<file path="src/rtl/agu_pkg.sv">
package agu_pkg;
  typedef enum logic [1:0] {AT_HOLD = 2'd0, AT_BUS = 2'd1, AT_INC = 2'd2, AT_DIN = 2'd3} at_op_e;
  typedef enum logic [1:0] {IP_HOLD = 2'd0, IP_BUS = 2'd1, IP_INC = 2'd2, IP_KEEP = 2'd3} ip_op_e;
  typedef enum logic [1:0] {PF_HOLD = 2'd0, PF_COPY = 2'd1, PF_INC = 2'd2, PF_KEEP = 2'd3} pf_op_e;
  typedef enum logic [1:0] {ACC_EFF = 2'd0, ACC_JUMP = 2'd1, ACC_IND = 2'd2, ACC_PREF = 2'd3} acc_e;
endpackage

</file>
<file path="src/rtl/agu_shared_inc.sv">
module agu_shared_inc #(
  parameter int AW = 16
) (
  input  logic          ip_req,
  input  logic          at_req,
  input  logic [AW-1:0] ip_val,
  input  logic [AW-1:0] at_val,
  output logic [AW-1:0] sum,
  output logic          grant_ip,
  output logic          grant_at,
  output logic          clash
);
  function automatic logic [AW-1:0] step_up(input logic [AW-1:0] v);
    return v + AW'(1);
  endfunction

  logic [AW-1:0] operand;

  always_comb begin
    grant_ip = ip_req;
    grant_at = at_req && !ip_req;
    clash    = at_req && ip_req;
    operand  = ip_req ? ip_val : at_val;
    sum      = step_up(operand);
  end
endmodule

</file>
<file path="src/rtl/agu_ptr_regs.sv">
module agu_ptr_regs
  import agu_pkg::*;
#(
  parameter int AW = 16
) (
  input  logic          clk,
  input  logic          rst_n,
  input  at_op_e        at_op,
  input  ip_op_e        ip_op,
  input  pf_op_e        pf_op,
  input  logic [AW-1:0] sbus_val,
  input  logic [AW-1:0] din_val,
  input  logic [AW-1:0] inc_sum,
  input  logic          grant_ip,
  input  logic          grant_at,
  output logic [AW-1:0] at_q,
  output logic [AW-1:0] ic_q,
  output logic [AW-1:0] pf_q
);
  function automatic logic [AW-1:0] pf_step(input logic [AW-1:0] v);
    return v + AW'(1);
  endfunction

  logic [AW-1:0] at_d, ic_d, pf_d;

  always_comb begin
    at_d = at_q;
    case (at_op)
      AT_BUS:  at_d = sbus_val;
      AT_INC:  at_d = grant_at ? inc_sum : at_q;
      AT_DIN:  at_d = din_val;
      default: at_d = at_q;
    endcase
    ic_d = ic_q;
    case (ip_op)
      IP_BUS:  ic_d = sbus_val;
      IP_INC:  ic_d = grant_ip ? inc_sum : ic_q;
      default: ic_d = ic_q;
    endcase
    pf_d = pf_q;
    case (pf_op)
      PF_COPY: pf_d = ic_q;
      PF_INC:  pf_d = pf_step(pf_q);
      default: pf_d = pf_q;
    endcase
  end

  always_ff @(posedge clk) begin
    if (!rst_n) begin
      at_q <= '0;
      ic_q <= '0;
      pf_q <= '0;
    end else begin
      at_q <= at_d;
      ic_q <= ic_d;
      pf_q <= pf_d;
    end
  end


  ic_hold_chk: assert property (@(posedge clk) disable iff (!rst_n)
    (ip_op == IP_HOLD || ip_op == IP_KEEP) |=> $stable(ic_q));


  pf_copy_chk: assert property (@(posedge clk) disable iff (!rst_n)
    (pf_op == PF_COPY) |=> (pf_q == $past(ic_q)));


  clash_ip_wins_chk: assert property (@(posedge clk) disable iff (!rst_n)
    (at_op == AT_INC && ip_op == IP_INC) |=> (ic_q == $past(ic_q) + AW'(1)) && $stable(at_q));


  at_din_chk: assert property (@(posedge clk) disable iff (!rst_n)
    (at_op == AT_DIN) |=> (at_q == $past(din_val)));
endmodule

</file>
<file path="src/rtl/agu_out_sel.sv">
module agu_out_sel
  import agu_pkg::*;
#(
  parameter int AW = 16
) (
  input  logic          clk,
  input  logic          rst_n,
  input  acc_e          acc,
  input  logic [AW-1:0] at_i,
  input  logic [AW-1:0] ic_i,
  input  logic [AW-1:0] din_i,
  input  logic [AW-1:0] pf_i,
  input  logic          clash_i,
  output logic [AW-1:0] addr_q,
  output logic          err_q
);
  logic [AW-1:0] pick;

  always_comb begin
    case (acc)
      ACC_EFF:  pick = at_i;
      ACC_JUMP: pick = ic_i;
      ACC_IND:  pick = din_i;
      default:  pick = pf_i;
    endcase
  end

  always_ff @(posedge clk) begin
    if (!rst_n) begin
      addr_q <= '0;
      err_q  <= 1'b0;
    end else begin
      addr_q <= pick;
      err_q  <= clash_i;
    end
  end


  jump_sel_chk: assert property (@(posedge clk) disable iff (!rst_n)
    (acc == ACC_JUMP) |=> (addr_q == $past(ic_i)));


  pref_sel_chk: assert property (@(posedge clk) disable iff (!rst_n)
    (acc == ACC_PREF) |=> (addr_q == $past(pf_i)));


  clash_flag_chk: assert property (@(posedge clk) disable iff (!rst_n)
    clash_i |=> err_q);


  no_clash_flag_chk: assert property (@(posedge clk) disable iff (!rst_n)
    !clash_i |=> !err_q);
endmodule

</file>
<file path="src/rtl/agu_top.sv">
module agu_top
  import agu_pkg::*;
#(
  parameter int AW = 16
) (
  input  logic          clk,
  input  logic          rst_n,
  input  logic [AW-1:0] sbus_val,
  input  logic [AW-1:0] din_val,
  input  logic [1:0]    at_op,
  input  logic [1:0]    ip_op,
  input  logic [1:0]    pf_op,
  input  logic [1:0]    acc_type,
  output logic [AW-1:0] addr_out,
  output logic          inc_err
);
  at_op_e at_op_w;
  ip_op_e ip_op_w;
  pf_op_e pf_op_w;
  acc_e   acc_w;

  assign at_op_w = at_op_e'(at_op);
  assign ip_op_w = ip_op_e'(ip_op);
  assign pf_op_w = pf_op_e'(pf_op);
  assign acc_w   = acc_e'(acc_type);

  logic          at_inc_req, ip_inc_req;
  logic [AW-1:0] inc_sum;
  logic          grant_ip, grant_at, inc_clash;
  logic [AW-1:0] at_q, ic_q, pf_q;

  assign at_inc_req = (at_op_w == AT_INC);
  assign ip_inc_req = (ip_op_w == IP_INC);

  agu_shared_inc #(.AW(AW)) u_inc (
    .ip_req   (ip_inc_req),
    .at_req   (at_inc_req),
    .ip_val   (ic_q),
    .at_val   (at_q),
    .sum      (inc_sum),
    .grant_ip (grant_ip),
    .grant_at (grant_at),
    .clash    (inc_clash)
  );

  agu_ptr_regs #(.AW(AW)) u_regs (
    .clk      (clk),
    .rst_n    (rst_n),
    .at_op    (at_op_w),
    .ip_op    (ip_op_w),
    .pf_op    (pf_op_w),
    .sbus_val (sbus_val),
    .din_val  (din_val),
    .inc_sum  (inc_sum),
    .grant_ip (grant_ip),
    .grant_at (grant_at),
    .at_q     (at_q),
    .ic_q     (ic_q),
    .pf_q     (pf_q)
  );

  agu_out_sel #(.AW(AW)) u_out (
    .clk     (clk),
    .rst_n   (rst_n),
    .acc     (acc_w),
    .at_i    (at_q),
    .ic_i    (ic_q),
    .din_i   (din_val),
    .pf_i    (pf_q),
    .clash_i (inc_clash),
    .addr_q  (addr_out),
    .err_q   (inc_err)
  );


  ic_wrap_chk: assert property (@(posedge clk) disable iff (!rst_n)
    (ip_op_w == IP_INC && ic_q == {AW{1'b1}}) |=> (u_regs.ic_q == '0));
endmodule

</file>
<file path="config.mk">
export PLATFORM = sky130hd
export DESIGN_NAME = agu_top
export DESIGN_NICKNAME = d
export VERILOG_FILES = /design/src/rtl/agu_pkg.sv /design/src/rtl/agu_shared_inc.sv /design/src/rtl/agu_ptr_regs.sv /design/src/rtl/agu_out_sel.sv /design/src/rtl/agu_top.sv
export SDC_FILE = /design/constraint.sdc
export NUM_CORES = 1
export LEC_CHECK = 0
export BUFFER_PORTS_ARGS = -buffer_cell sky130_fd_sc_hd__buf_2
export CORE_UTILIZATION = 36
export DETAILED_ROUTE_END_ITERATION = 6
export PLACE_DENSITY = 0.64
export SLEW_MARGIN = 25
export SYNTH_ARGS = -nofsm -noshare
export SYNTH_HDL_FRONTEND = slang
export SYNTH_SLANG_ARGS = --single-unit
</file>
<file path="constraint.sdc">
create_clock -name clk -period 3.8 [get_ports clk]
set_clock_uncertainty 0.2 [all_clocks]
set_input_delay 0.76 -clock clk [delete_from_list [all_inputs] [get_ports clk]]
set_output_delay 0.76 -clock clk [all_outputs]
set_load 0.02 [all_outputs]
</file>
==> metrics.md, run 1 <==
| Metric | Value |
|---|---|
| Status | `complete, no violations` |
| Synth cell types | `62` |
| Post-synthesis register bit count | `65` |
| Worst-Margin Slew | `0.9097 ns` |
| CP Capture Type | `flop` |
| Part of the cycle the worst path needs | `77.29%` |
| Syn Area/Cell | `8.842 sq um` |
| Hold-fix buffer count after cts | `0` |
| Pwr Total | `2.044 mW` |
| Antenna fix cells | `0` |
| Pre-CTS WS | `0.5303 ns` |
| Largest family of logic cells by synthesized area | `compound AO/OA/AOI/OAI gates` |
| CTS Sinks | `65` |
| Post-Synth Adder-Cell Area | `1.528%` |
| First-pass GRT wire length | `18570 um` |
| Synth Area in Simple Gates | `20.78%` |
| Area growth from synthesis to layout | `16.75%` |
| Hpwl dp | `8235 um` |
| Initial core utilization | `37.28%` |
| Crit-path cells | `buf_2 > inv_1 > ha_1 > mux2_2 > ha_1 > a21boi_4 > nand3_1 > or4b_1 > nand3_1` |
| Clock Latency Late Sink | `0.34 ns` |
| Vias | `3753` |
| Initial antenna violation count | `0` |
| Tightest Hold Check Type | `flop to flop` |
| Primary FF master, synth | `dfxtp_1` |
| MaxCap Viol Count | `0` |
| Fin. Hold Viols | `0` |
| Mux contribution to synthesized area | `16.93%` |
| CTS tree | `yes` |
| Final WL | `11750 um` |
| Die area | `11800 sq um` |
| Finish-stage setup viols | `0` |
| Top-count cell post-synth | `dfxtp_1` |
| Worst Path Required | `3.88 ns` |
| Synth area leader | `dfxtp_1` |
| Max IR drop VDD | `0.2362 mV` |
| Post-synthesis compound-gate area fraction | `21.88%` |
| Ports | `59` |
| WL/cell | `18.04 um` |
| Slowest cell on crit path | `or4b_1` |
| WL met1 | `5306 um` |
| Relative slew slack | `39.36%` |
| Inserted Clock Buffers | `9` |
| Post-synth EDFFs | `0` |
| Reg-to-reg slack, setup | `1.57 ns` |
| XOR/XNOR share of the synthesized area | `2.567%` |
| CP arrival | `3.02 ns` |
| Top cells by area, synth | `dfxtp_1 (32%), mux4_2 (8.8%), mux2i_1 (5.9%)` |
| Die X | `108.6 um` |
| Top Family by Delay on Critical Path | `simple AND/OR/NAND/NOR gates` |
| Via-to-Cell Ratio | `5.765` |
| RSZ-0062 raised after global routing | `false` |
| Post-synth ARST share | `0%` |
| Die height | `108.6 um` |
| Post-Syn Instances | `463` |
| Buf/Inv on CP | `2` |
| Final Critical Period | `2.937 ns` |
| Max-slew violation count | `0` |
| Post-CTS Resized | `0` |
| Vias in the first global route | `3527` |
| Static leakage | `1.938 nW` |
| Grt total ovfl | `0` |
| Critical Path Max Stage Delay | `0.52 ns` |
| Synth Warn # | `0` |
| CTS H-tree depth | `3` |
| Port-buffer cells | `58` |
| Total core area | `10980 sq um` |
| 1st-iter DRT viols | `398` |
| Post-synth top cells | `dfxtp_1 (65), nand2_1 (56), a21oi_1 (34)` |
| Root cell of the clock tree | `clkbuf_16` |
| Syn nets | `510` |
| Synthesized area | `4094 sq um` |
| Routed met2 length | `5443 um` |
| Share of cells above drive strength 1 | `22.31%` |
| Max Root-Sink Buffers | `2` |
| Uppermost routed layer | `met4` |
| GR Util All Layers | `20.84%` |
| Setup Buffers After CTS | `0` |
| Antenna Nets Post-Route | `0` |
| Placer congestion estimate | `0.9309` |
| Critical path class | `input port to flop` |
| Worst Setup Slack, final | `0.8630 ns` |
| CP Max Fanout | `13` |
| Worst-path clk slew | `0.06 ns` |
| Fmax | `340.5 MHz` |
| Power Density | `427.6 nW/um^2` |
| Met3 WL | `684 um` |
| Register area share after synthesis | `31.78%` |
| Pin count of the biggest net entering global routing | `52` |
| Initial DRT Pass Iterations | `5` |
| NumNets Final | `554` |
| FP Rows | `38` |
| Crit start category | `input port` |
| Setup_tns | `0 ns` |
| Post-synth top area share | `31.78%` |
| DR DRC count | `0` |
## layout by cell type, fill, tap and decap left out, types with 3 or more instances in the layout
cell,instances
and2_1,24
nand3_1,24
nand3b_1,4
nor2_1,23
nand4_1,8
a21oi_1,34
mux2_2,6
o21ai_0,17
xnor2_1,10
mux2i_1,24
a21boi_1,4
clkbuf_16,9
nor2b_1,3
o22ai_1,6
buf_2,58
ha_1,5
dfxtp_1,65
a22o_1,5
a22oi_1,3
mux4_2,16
nand2_1,56
nor3_1,6
o211ai_1,20
nand2b_1,7
o221a_2,4
o211a_1,4
a31oi_1,6
buf_4,8
inv_1,7
## power breakdown
part           leakage [nW]  internal, mW  switching, mW
Combinational          1.25         0.161          0.192
Sequential            0.535         0.735         0.0644
Clock                 0.153         0.588          0.304
Total                  1.94          1.48          0.561
## metal layers
layer / GRT usage, % / vias up
met5: 0 / -
met4: 9.459 / 0
met3: 4.005 / 22
met2: 32.87 / 127
met1: 27.49 / 1795
li1: - / 1809
## cells by family after synthesis
group,count (synthesis)
AO/OA/AOI/OAI,127
XOR/XNOR,12
adder cells (fa/ha/maj),5
buffers and inverters,42
flip-flops,65
multiplexers,48
AND/OR/NAND/NOR,164
## through the flow
stage | utilization (%) | area, sq um | std cells | hold slack, ns
3_5_place_dp | 40.68 | 4468 | 636 | 0.2834
5_1_grt | 43.52 | 4780 | 651 | 0.3264
2_1_floorplan | - | 4094 | 463 | 0.2584
4_1_cts | 43.52 | 4780 | 651 | 0.2917
6_report | 43.52 | 4780 | 651 | 0.2934
3_3_place_gp | 40.68 | 4468 | 636 | 0.2799
## layout make-up
cell class	instances	area (sq um)
flip-flops and latches	65	1301
inverters	9	33.78
multi-input cells	356	2608
clock inverters	3	65.06
well taps	140	175.2
clock buffers	12	246.5
fillers	1077	6203
repair buffers	66	350.3
## worst reg2reg max path, cell delays in order, from the launching register on
cell,delay (ns)
dfxtp_1,0.45
mux2_2,0.22
ha_1,0.22
a21boi_4,0.32
nand3_1,0.16
or4b_1,0.52
nand3_1,0.09
## sequential cells by signal, indices dropped and copies added (netlist names)
signal        flops
u_out.addr_q     16
u_regs.at_q      16
u_regs.ic_q      16
u_regs.pf_q      16
u_out.err_q       1
## final timing paths
kind	endpoint	from	depth (start not counted)
setup / recovery	u_regs.ic_q[12]	ip_op[0]	9
hold / removal	u_regs.pf_q[15]	u_regs.pf_q[15]	2
setup reg to reg	u_regs.ic_q[12]	u_regs.ic_q[0]	6
hold reg to reg	u_regs.pf_q[15]	u_regs.pf_q[15]	2
(Power assumes the default switching activity.)
==> run 2: changes to the inputs <==
==> constraint.sdc (replaced) <==
create_clock -name clk -period 2.75 [get_ports clk]
set_clock_uncertainty 0.2 [all_clocks]
set_input_delay 0.55 -clock clk [delete_from_list [all_inputs] [get_ports clk]]
set_output_delay 0.55 -clock clk [all_outputs]
set_load 0.02 [all_outputs]
==> run 2 against run 1 <==
Cell count up 2.3%. Global-route usage is 1.2 points higher. Core utilization grew 1.9 points. Clock power grew 58%. Clock-buffer cell count is the same. Critical path depth rose by 1. Worst setup slack worse by 0.44 ns. Flip-flop and latch count did not move. Worst hold slack lost 0.0044 ns. Critical path type unchanged. Non-clock buffer count up 14. First-iteration DRC count fell by 12%.
==> metrics.md, run 2 (synthesis results as in run 1) <==
| Metric | Value |
|---|---|
| Crit-path cells | `buf_2 > inv_1 > ha_2 > buf_12 > nand3_1 > a22oi_4 > buf_4 > nand4_1 > xnor2_1 > o21ai_0` |
| Clock Latency Late Sink | `0.34 ns (about the same)` |
| WL/cell | `18.29 um (+1.3%)` |
| Hold Path Depth | `3 (+1)` |
| Post-route cell area | `4986 sq um (+4.3%)` |
| Worst R2R Path Depth | `6 (unchanged)` |
| Status | `complete, no violations` |
| Power Density | `608.2 nW/um^2 (+42%)` |
| Reg-to-reg slack, setup | `0.57 ns (-1.00 ns)` |
| Hold Slack | `0.2890 ns (-0.004398 ns)` |
| Buf/Inv on CP | `4 (+2)` |
| First-pass GRT wire length | `19530 um (+5.2%)` |
| Setup Buffers After CTS | `0 (unchanged)` |
| Total core area | `10980 sq um (unchanged)` |
| 1st-iter DRT viols | `350 (-12%)` |
| Most frequent cells in the layout | `dfxtp_1 (65), buf_2 (58), nand2_1 (56)` |
| FP Rows | `38 (unchanged)` |
| Layer with the highest usage | `met2` |
| Critical path class | `input port to flop` |
| Vias | `3881 (+3.4%)` |
| Root cell of the clock tree | `clkbuf_16` |
| CTS H-tree depth | `3 (unchanged)` |
| Initial antenna violation count | `0 (unchanged)` |
| Share of cells above drive strength 1 | `25.48% (+3.2 points)` |
| Vias in the first global route | `3679 (+4.3%)` |
| Worst Path Required | `2.76 ns (-1.12 ns)` |
| CTS tree | `yes` |
| CP Max Fanout | `26 (+13)` |
| Final Critical Period | `2.325 ns` |
| Antenna Nets Post-Route | `0 (unchanged)` |
| Grt total ovfl | `0 (unchanged)` |
| Worst-Margin Slew | `0.6821 ns (-0.2275 ns)` |
| Inserted Clock Buffers | `9 (unchanged)` |
| Max Root-Sink Buffers | `2 (unchanged)` |
| Top Family by Delay on Critical Path | `buffers and inverters` |
| DR DRC count | `0 (unchanged)` |
| Initial core utilization | `37.28% (unchanged)` |
| CP Capture Type | `flop` |
| Ports | `59 (unchanged)` |
| NumNets Final | `568 (+2.5%)` |
| Pre-CTS WS | `0.07547 ns (-0.4548 ns)` |
| Placer congestion estimate | `0.9214 (-1.0%)` |
| Finish-stage setup viols | `0 (unchanged)` |
| Crit start category | `input port` |
| Worst Hold End | `u_regs.ic_q[6]` |
| Initial DRT Pass Iterations | `5 (unchanged)` |
| Pwr Total | `3.032 mW (+48%)` |
| GRT met2 Usage | `35.22% (+2.4 points)` |
| Fmax | `430.1 MHz` |
| Dpl cells | `650 (+2.2%)` |
| Worst Setup Slack, final | `0.4248 ns (-0.4382 ns)` |
| Static leakage | `2.036 nW (+5.0%)` |
| Critical Path Max Stage Delay | `0.29 ns (-0.23 ns)` |
| Hold-fix buffer count after cts | `0 (unchanged)` |
| Tightest Hold Check Type | `input port to flop` |
| GR Util All Layers | `22.01% (+1.2 points)` |
| Die height | `108.6 um (unchanged)` |
| Fin. Hold Viols | `0 (unchanged)` |
| Worst reg2reg path endpoint | `u_regs.ic_q[12]` |
| Antenna fix cells | `0 (unchanged)` |
| Fillers | `1076 (-0.093%)` |
| Die area | `11800 sq um (unchanged)` |
| Worst-path clk slew | `0.06 ns (about the same)` |
| Fin util | `45.40% (+1.9 points)` |
| CP arrival | `2.34 ns (-0.68 ns)` |
| Most common cell after layout, fill and taps aside | `dfxtp_1` |
| Setup_tns | `0 ns (unchanged)` |
| Routing usage on met3 | `4.304% (+0.30 points)` |
| Die X | `108.6 um (unchanged)` |
| Hold_sp | `sbus_val[6]` |
| Part of the cycle the worst path needs | `84.55%` |
| Met1 usage | `29.39% (+1.9 points)` |
| Area growth from synthesis to layout | `21.79%` |
| Slowest cell on crit path | `ha_2` |
| Final WL | `12180 um (+3.7%)` |
| MaxCap Viol Count | `0 (unchanged)` |
| Area of the multi-input gates | `2631 sq um (+0.91%)` |
| CTS Sinks | `65 (unchanged)` |
| Hpwl dp | `8665 um (+5.2%)` |
| Max IR drop VDD | `0.2966 mV (+26%)` |
| Seq. cell area | `1301 sq um (unchanged)` |
| Post-DP Area | `4622 sq um (+3.4%)` |
| Port-buffer cells | `58 (unchanged)` |
| Worst R2R Start | `u_regs.ic_q[0]` |
| Via-to-Cell Ratio | `5.827 (+1.1%)` |
| Post-CTS Resized | `0 (unchanged)` |
| Final cell count without fillers | `666 (+2.3%)` |
| Pin count of the biggest net entering global routing | `29 (-44%)` |
| Max-slew violation count | `0 (unchanged)` |
| RSZ-0062 raised after global routing | `false` |
| Relative slew slack | `54.10% (+15 points)` |
## run 2: final cells by class
cell class / instances / area share, %
well taps: 140 / 3.513
clock buffers: 12 / 5.345
flip-flops and latches: 65 / 26.10
clock inverters: 4 / 1.957
multi-input cells: 356 / 52.77
repair buffers: 80 / 9.636
inverters: 9 / 0.6775
## run 2: per-layer routing
| layer | vias to the layer above | wire length [um] |
|---|---|---|
| met1 | 1878 | 5510 |
| met2 | 143 | 5723 |
| met5 | - | 0 |
| met3 | 22 | 700 |
| li1 | 1838 | - |
| met4 | 0 | 244 |
## run 2: tightest hold or removal path: stages
cell      delay (ns)
buf_2           0.09
nand3_1         0.06
o211ai_1        0.09
## run 2: power breakdown
part / internal (mW) / leakage [nW] / total (mW) / switching (mW)
sequential: 1.01 / 0.535 / 1.11 / 0.0939
clock: 0.960 / 0.175 / 1.41 / 0.449
combinational: 0.241 / 1.33 / 0.515 / 0.274
## run 2: how the worst max path moves through the flow
stage | startpoint | end | slack [ns] | cells past startpoint
6_report | ip_op[0] | u_regs.ic_q[14] | 0.42 | 10
5_1_grt | ip_op[0] | u_regs.ic_q[14] | 0.28 | 10
4_1_cts | ip_op[0] | u_regs.ic_q[12] | 0.43 | 9
3_5_place_dp | ip_op[0] | u_regs.ic_q[12] | 0.08 | 9
3_3_place_gp | ip_op[0] | u_regs.ic_q[12] | 0.15 | 9
2_1_floorplan | ip_op[0] | u_regs.ic_q[12] | 0.003 | 12
==> run 3: changes to the inputs <==
--- a/config.mk
+++ b/config.mk
@@ -5,10 +5,11 @@
 export SDC_FILE = /design/constraint.sdc
 export NUM_CORES = 1
 export LEC_CHECK = 0
+export ABC_AREA = 1
 export BUFFER_PORTS_ARGS = -buffer_cell sky130_fd_sc_hd__buf_2
 export CORE_UTILIZATION = 36
 export DETAILED_ROUTE_END_ITERATION = 6
-export PLACE_DENSITY = 0.64
+export PLACE_DENSITY = 0.66
 export SLEW_MARGIN = 25
 export SYNTH_ARGS = -nofsm -noshare
 export SYNTH_HDL_FRONTEND = slang
==> constraint.sdc (replaced) <==
create_clock -name clk -period 2.05 [get_ports clk]
set_clock_uncertainty 0.2 [all_clocks]
set_input_delay 0.41 -clock clk [delete_from_list [all_inputs] [get_ports clk]]
set_output_delay 0.41 -clock clk [all_outputs]
set_load 0.02 [all_outputs]
==> run 3 against run 2 <==
Worst setup slack got worse by 0.31 ns. Synthesized cell count increased by 45%. First-iteration DRC count rose by 35%. Critical endpoint is now u_regs.ic_q[15].
==> metrics.md, run 3 <==
| Metric | Value |
|---|---|
| Status | `complete, no violations` |
| Post-synth top cells | `nand2_1 (211), inv_1 (90), dfxtp_1 (65), a21oi_1 (61), nor2_1 (46)` |
| Hold Path Depth | `3 (unchanged)` |
| Crit-path cells | `buf_2 > inv_2 > ha_4 > inv_2 > buf_12 > nand2_1 > nand2_1 > nor2_4 > nand2_2 > nor2_8 > nand2_1 > nand2_1 > nand3_1 > nand2_1 > a21oi_2` |
| Max Root-Sink Buffers | `2 (unchanged)` |
| RSZ-0062 raised after global routing | `true` |
| Vias in the first global route | `4389 (+19%)` |
| Worst reg2reg path endpoint | `u_regs.ic_q[14]` |
| Reg-to-reg slack, setup | `0.18 ns (-0.39 ns)` |
| WL/cell | `14.98 um (-18%)` |
| Area growth from synthesis to layout | `22.36%` |
| Worst Path Required | `2.08 ns (-0.68 ns)` |
| Max IR drop VDD | `0.3824 mV (+29%)` |
| Worst Hold End | `u_regs.at_q[2]` |
| Hpwl dp | `10050 um (+16%)` |
| FP Rows | `38 (unchanged)` |
| Clk pwr share | `37.7% (-8.8 points)` |
| Worst-Margin Slew | `0.9632 ns (+0.2811 ns)` |
| Top cells by area, synth | `dfxtp_1 (31%), nand2_1 (19%), inv_1 (8.1%)` |
| Final WL | `13380 um (+9.9%)` |
| Primary FF master, synth | `dfxtp_1` |
| Root cell of the clock tree | `clkbuf_16` |
| Port-buffer cells | `58 (unchanged)` |
| Ports | `59 (unchanged)` |
| Sw power | `1.195 mW (+46%)` |
| CTS tree | `yes` |
| Hold-fix buffer count after cts | `0 (unchanged)` |
| Setup_tns | `0 ns (unchanged)` |
| Hold Slack | `0.1532 ns (-0.1358 ns)` |
| Fin. Hold Viols | `0 (unchanged)` |
| Post-CTS Resized | `0 (unchanged)` |
| Pwr Total | `3.731 mW (+23%)` |
| Via-to-Cell Ratio | `5.260 (-9.7%)` |
| Hold_sp | `din_val[2]` |
| Worst R2R Path Depth | `12 (+6)` |
| Relative slew slack | `35.55% (-19 points)` |
| Initial antenna violation count | `0 (unchanged)` |
| Initial core utilization | `37.68% (+0.40 points)` |
| Post-synth top area share | `31.18% (-0.61 points)` |
| Post-DP Area | `4836 sq um (+4.6%)` |
| DR DRC count | `0 (unchanged)` |
| GR Util All Layers | `24.01% (+2.0 points)` |
| Max-slew violation count | `0 (unchanged)` |
| Met1 usage | `31.45% (+2.1 points)` |
| Synth area leader | `dfxtp_1` |
| CP arrival | `1.96 ns (-0.38 ns)` |
| CTS H-tree depth | `3 (unchanged)` |
| 1st-iter DRT viols | `474 (+35%)` |
| GRT met2 Usage | `39.04% (+3.8 points)` |
| Critical path class | `input port to flop` |
| Die area | `12030 sq um (+1.9%)` |
| CP Max Fanout | `19 (-27%)` |
| Post-synth ARST share | `0% (unchanged)` |
| Synth cell types | `36 (-42%)` |
| Antenna fix cells | `0 (unchanged)` |
| Critical Path Max Stage Delay | `0.19 ns (-0.10 ns)` |
| Register area share after synthesis | `31.18% (-0.61 points)` |
| Grt total ovfl | `0 (unchanged)` |
| Post-synthesis register bit count | `65 (unchanged)` |
| Static leakage | `2.357 nW (+16%)` |
| Pin count of the biggest net entering global routing | `43 (+48%)` |
| Power Density | `730.6 nW/um^2 (+20%)` |
| Part of the cycle the worst path needs | `94.21%` |
| Slowest cell on crit path | `nor2_8` |
| Internal cell power | `2.536 mW (+14%)` |
| Setup Buffers After CTS | `0 (unchanged)` |
| Top Family by Delay on Critical Path | `simple AND/OR/NAND/NOR gates` |
| Layer with the highest usage | `met2` |
| Initial DRT Pass Iterations | `5 (unchanged)` |
| Top cell by count, worst path | `nand2_1` |
| Most frequent cells in the layout | `nand2_1 (210), inv_1 (89), dfxtp_1 (65)` |
| Final cell count without fillers | `893 (+34%)` |
| Finish-stage setup viols | `0 (unchanged)` |
| Syn Area/Cell | `6.211 sq um (-30%)` |
| Share of cells above drive strength 1 | `19.52% (-6.0 points)` |
| Dpl cells | `878 (+35%)` |
| Fillers | `1174 (+9.1%)` |
| Fmax | `517.8 MHz` |
| Reg power frac | `39.4% (+2.8 points)` |
| Worst Setup Slack, final | `0.1186 ns (-0.3062 ns)` |
| Top-count cell post-synth | `nand2_1` |
| Buf/Inv on CP | `4 (unchanged)` |
| Total core area | `11080 sq um (+0.87%)` |
| Pre-CTS WS | `-0.2356 ns (-0.3110 ns)` |
| NumNets Final | `796 (+40%)` |
| Tightest Hold Check Type | `input port to flop` |
| Synthesized area | `4174 sq um (+2.0%)` |
| Vias | `4697 (+21%)` |
| Die height | `109.7 um (+0.95%)` |
| First-pass GRT wire length | `21810 um (+12%)` |
| Sw frac | `32.03% (+5.1 points)` |
| Post-synth EDFFs | `0 (unchanged)` |
| CTS Sinks | `65 (unchanged)` |
| Routing usage on met3 | `4.920% (+0.62 points)` |
| Post-route cell area | `5107 sq um (+2.4%)` |
| Comb power frac | `22.9% (+5.9 points)` |
| Most common cell after layout, fill and taps aside | `nand2_1` |
| Final Critical Period | `1.931 ns` |
| MaxCap Viol Count | `0 (unchanged)` |
| Synth Warn # | `0 (unchanged)` |
| Worst R2R Start | `u_regs.ic_q[1]` |
| CP Capture Type | `flop` |
| Inserted Clock Buffers | `9 (unchanged)` |
| Die X | `109.7 um (+0.95%)` |
| Antenna Nets Post-Route | `0 (unchanged)` |
| Worst-path clk slew | `0.06 ns (about the same)` |
| Post-Syn Instances | `672 (+45%)` |
| Clock Latency Late Sink | `0.34 ns (about the same)` |
| Fin util | `46.10% (+0.71 points)` |
| Placer congestion estimate | `0.9241 (+0.29%)` |
| Syn nets | `719 (+41%)` |
| Crit start category | `input port` |
-- run 3: changes by cell type in the layout (fill, tap and decap cells not counted), moves of 10 or more --
cell	delta
mux4_2	-16
o21ai_0	+24
and2_1	-24
nor2_1	+19
inv_1	+82
mux2i_1	-24
o211ai_1	-16
xnor2_1	-10
a21oi_1	+27
o2111ai_1	+13
buf_4	+19
nand2_1	+154
-- run 3: layer usage --
layer / routed length (um) / vias to the layer above
li1: - / 2338
met1: 5915 / 2161
met2: 6175 / 173
met3: 979 / 25
met4: 310 / 0
met5: 0 / -
-- run 3: area by class of cell --
cell class,count,area (sq um),area share [%]
Clock buffer,12,246.5,4.826
Sequential cell,65,1301,25.48
Clock inverter,3,17.52,0.3430
Tap cell,140,175.2,3.430
Inverter,97,365.4,7.153
Multi-Input combinational cell,478,2399,46.96
Timing Repair Buffer,98,603.1,11.81
-- run 3: worst max-delay path by stage --
stage          cells after the start         endpoint  slack [ns]      startpoint
3_3_place_gp                      15  u_regs.ic_q[10]       -0.17        ip_op[1]
6_report                          15  u_regs.ic_q[15]        0.12        ip_op[0]
4_1_cts                            9  u_regs.pf_q[12]        0.09  u_regs.pf_q[0]
5_1_grt                           16  u_regs.at_q[14]       -0.03        ip_op[0]
2_1_floorplan                     15  u_regs.ic_q[14]       0.006        ip_op[0]
3_5_place_dp                      15  u_regs.ic_q[15]       -0.24        ip_op[0]
-- run 3: kinds of logic (layout without fill, tap and decap cells) --
kind of cell | after synthesis | in the layout | synth area share (%)
simple gates | 313 | 313 | 32.04
fa+ha+maj | 5 | 5 | 1.499
compound gates | 153 | 153 | 21.79
buf+inv | 129 | 210 | 12.02
xor+xnor | 7 | 7 | 1.469
flops | 65 | 65 | 31.18
-- run 3: power groups by stage --
| stage | Clock (mW) | Sequential [mW] | Combinational (mW) |
|---|---|---|---|
| after floorplan | 0 | 1.49 | 0.513 |
| after global placement | 0 | 1.49 | 0.825 |
| after detailed placement | 0 | 1.49 | 0.839 |
| after CTS | 1.42 | 1.47 | 0.845 |
| after global routing | 1.49 | 1.49 | 0.948 |
| final | 1.41 | 1.47 | 0.854 |
-- run 3: worst min-delay path, stage by stage --
cell,delay [ns]
buf_2,0.11
nand2_1,0.06
a31oi_1,0.07
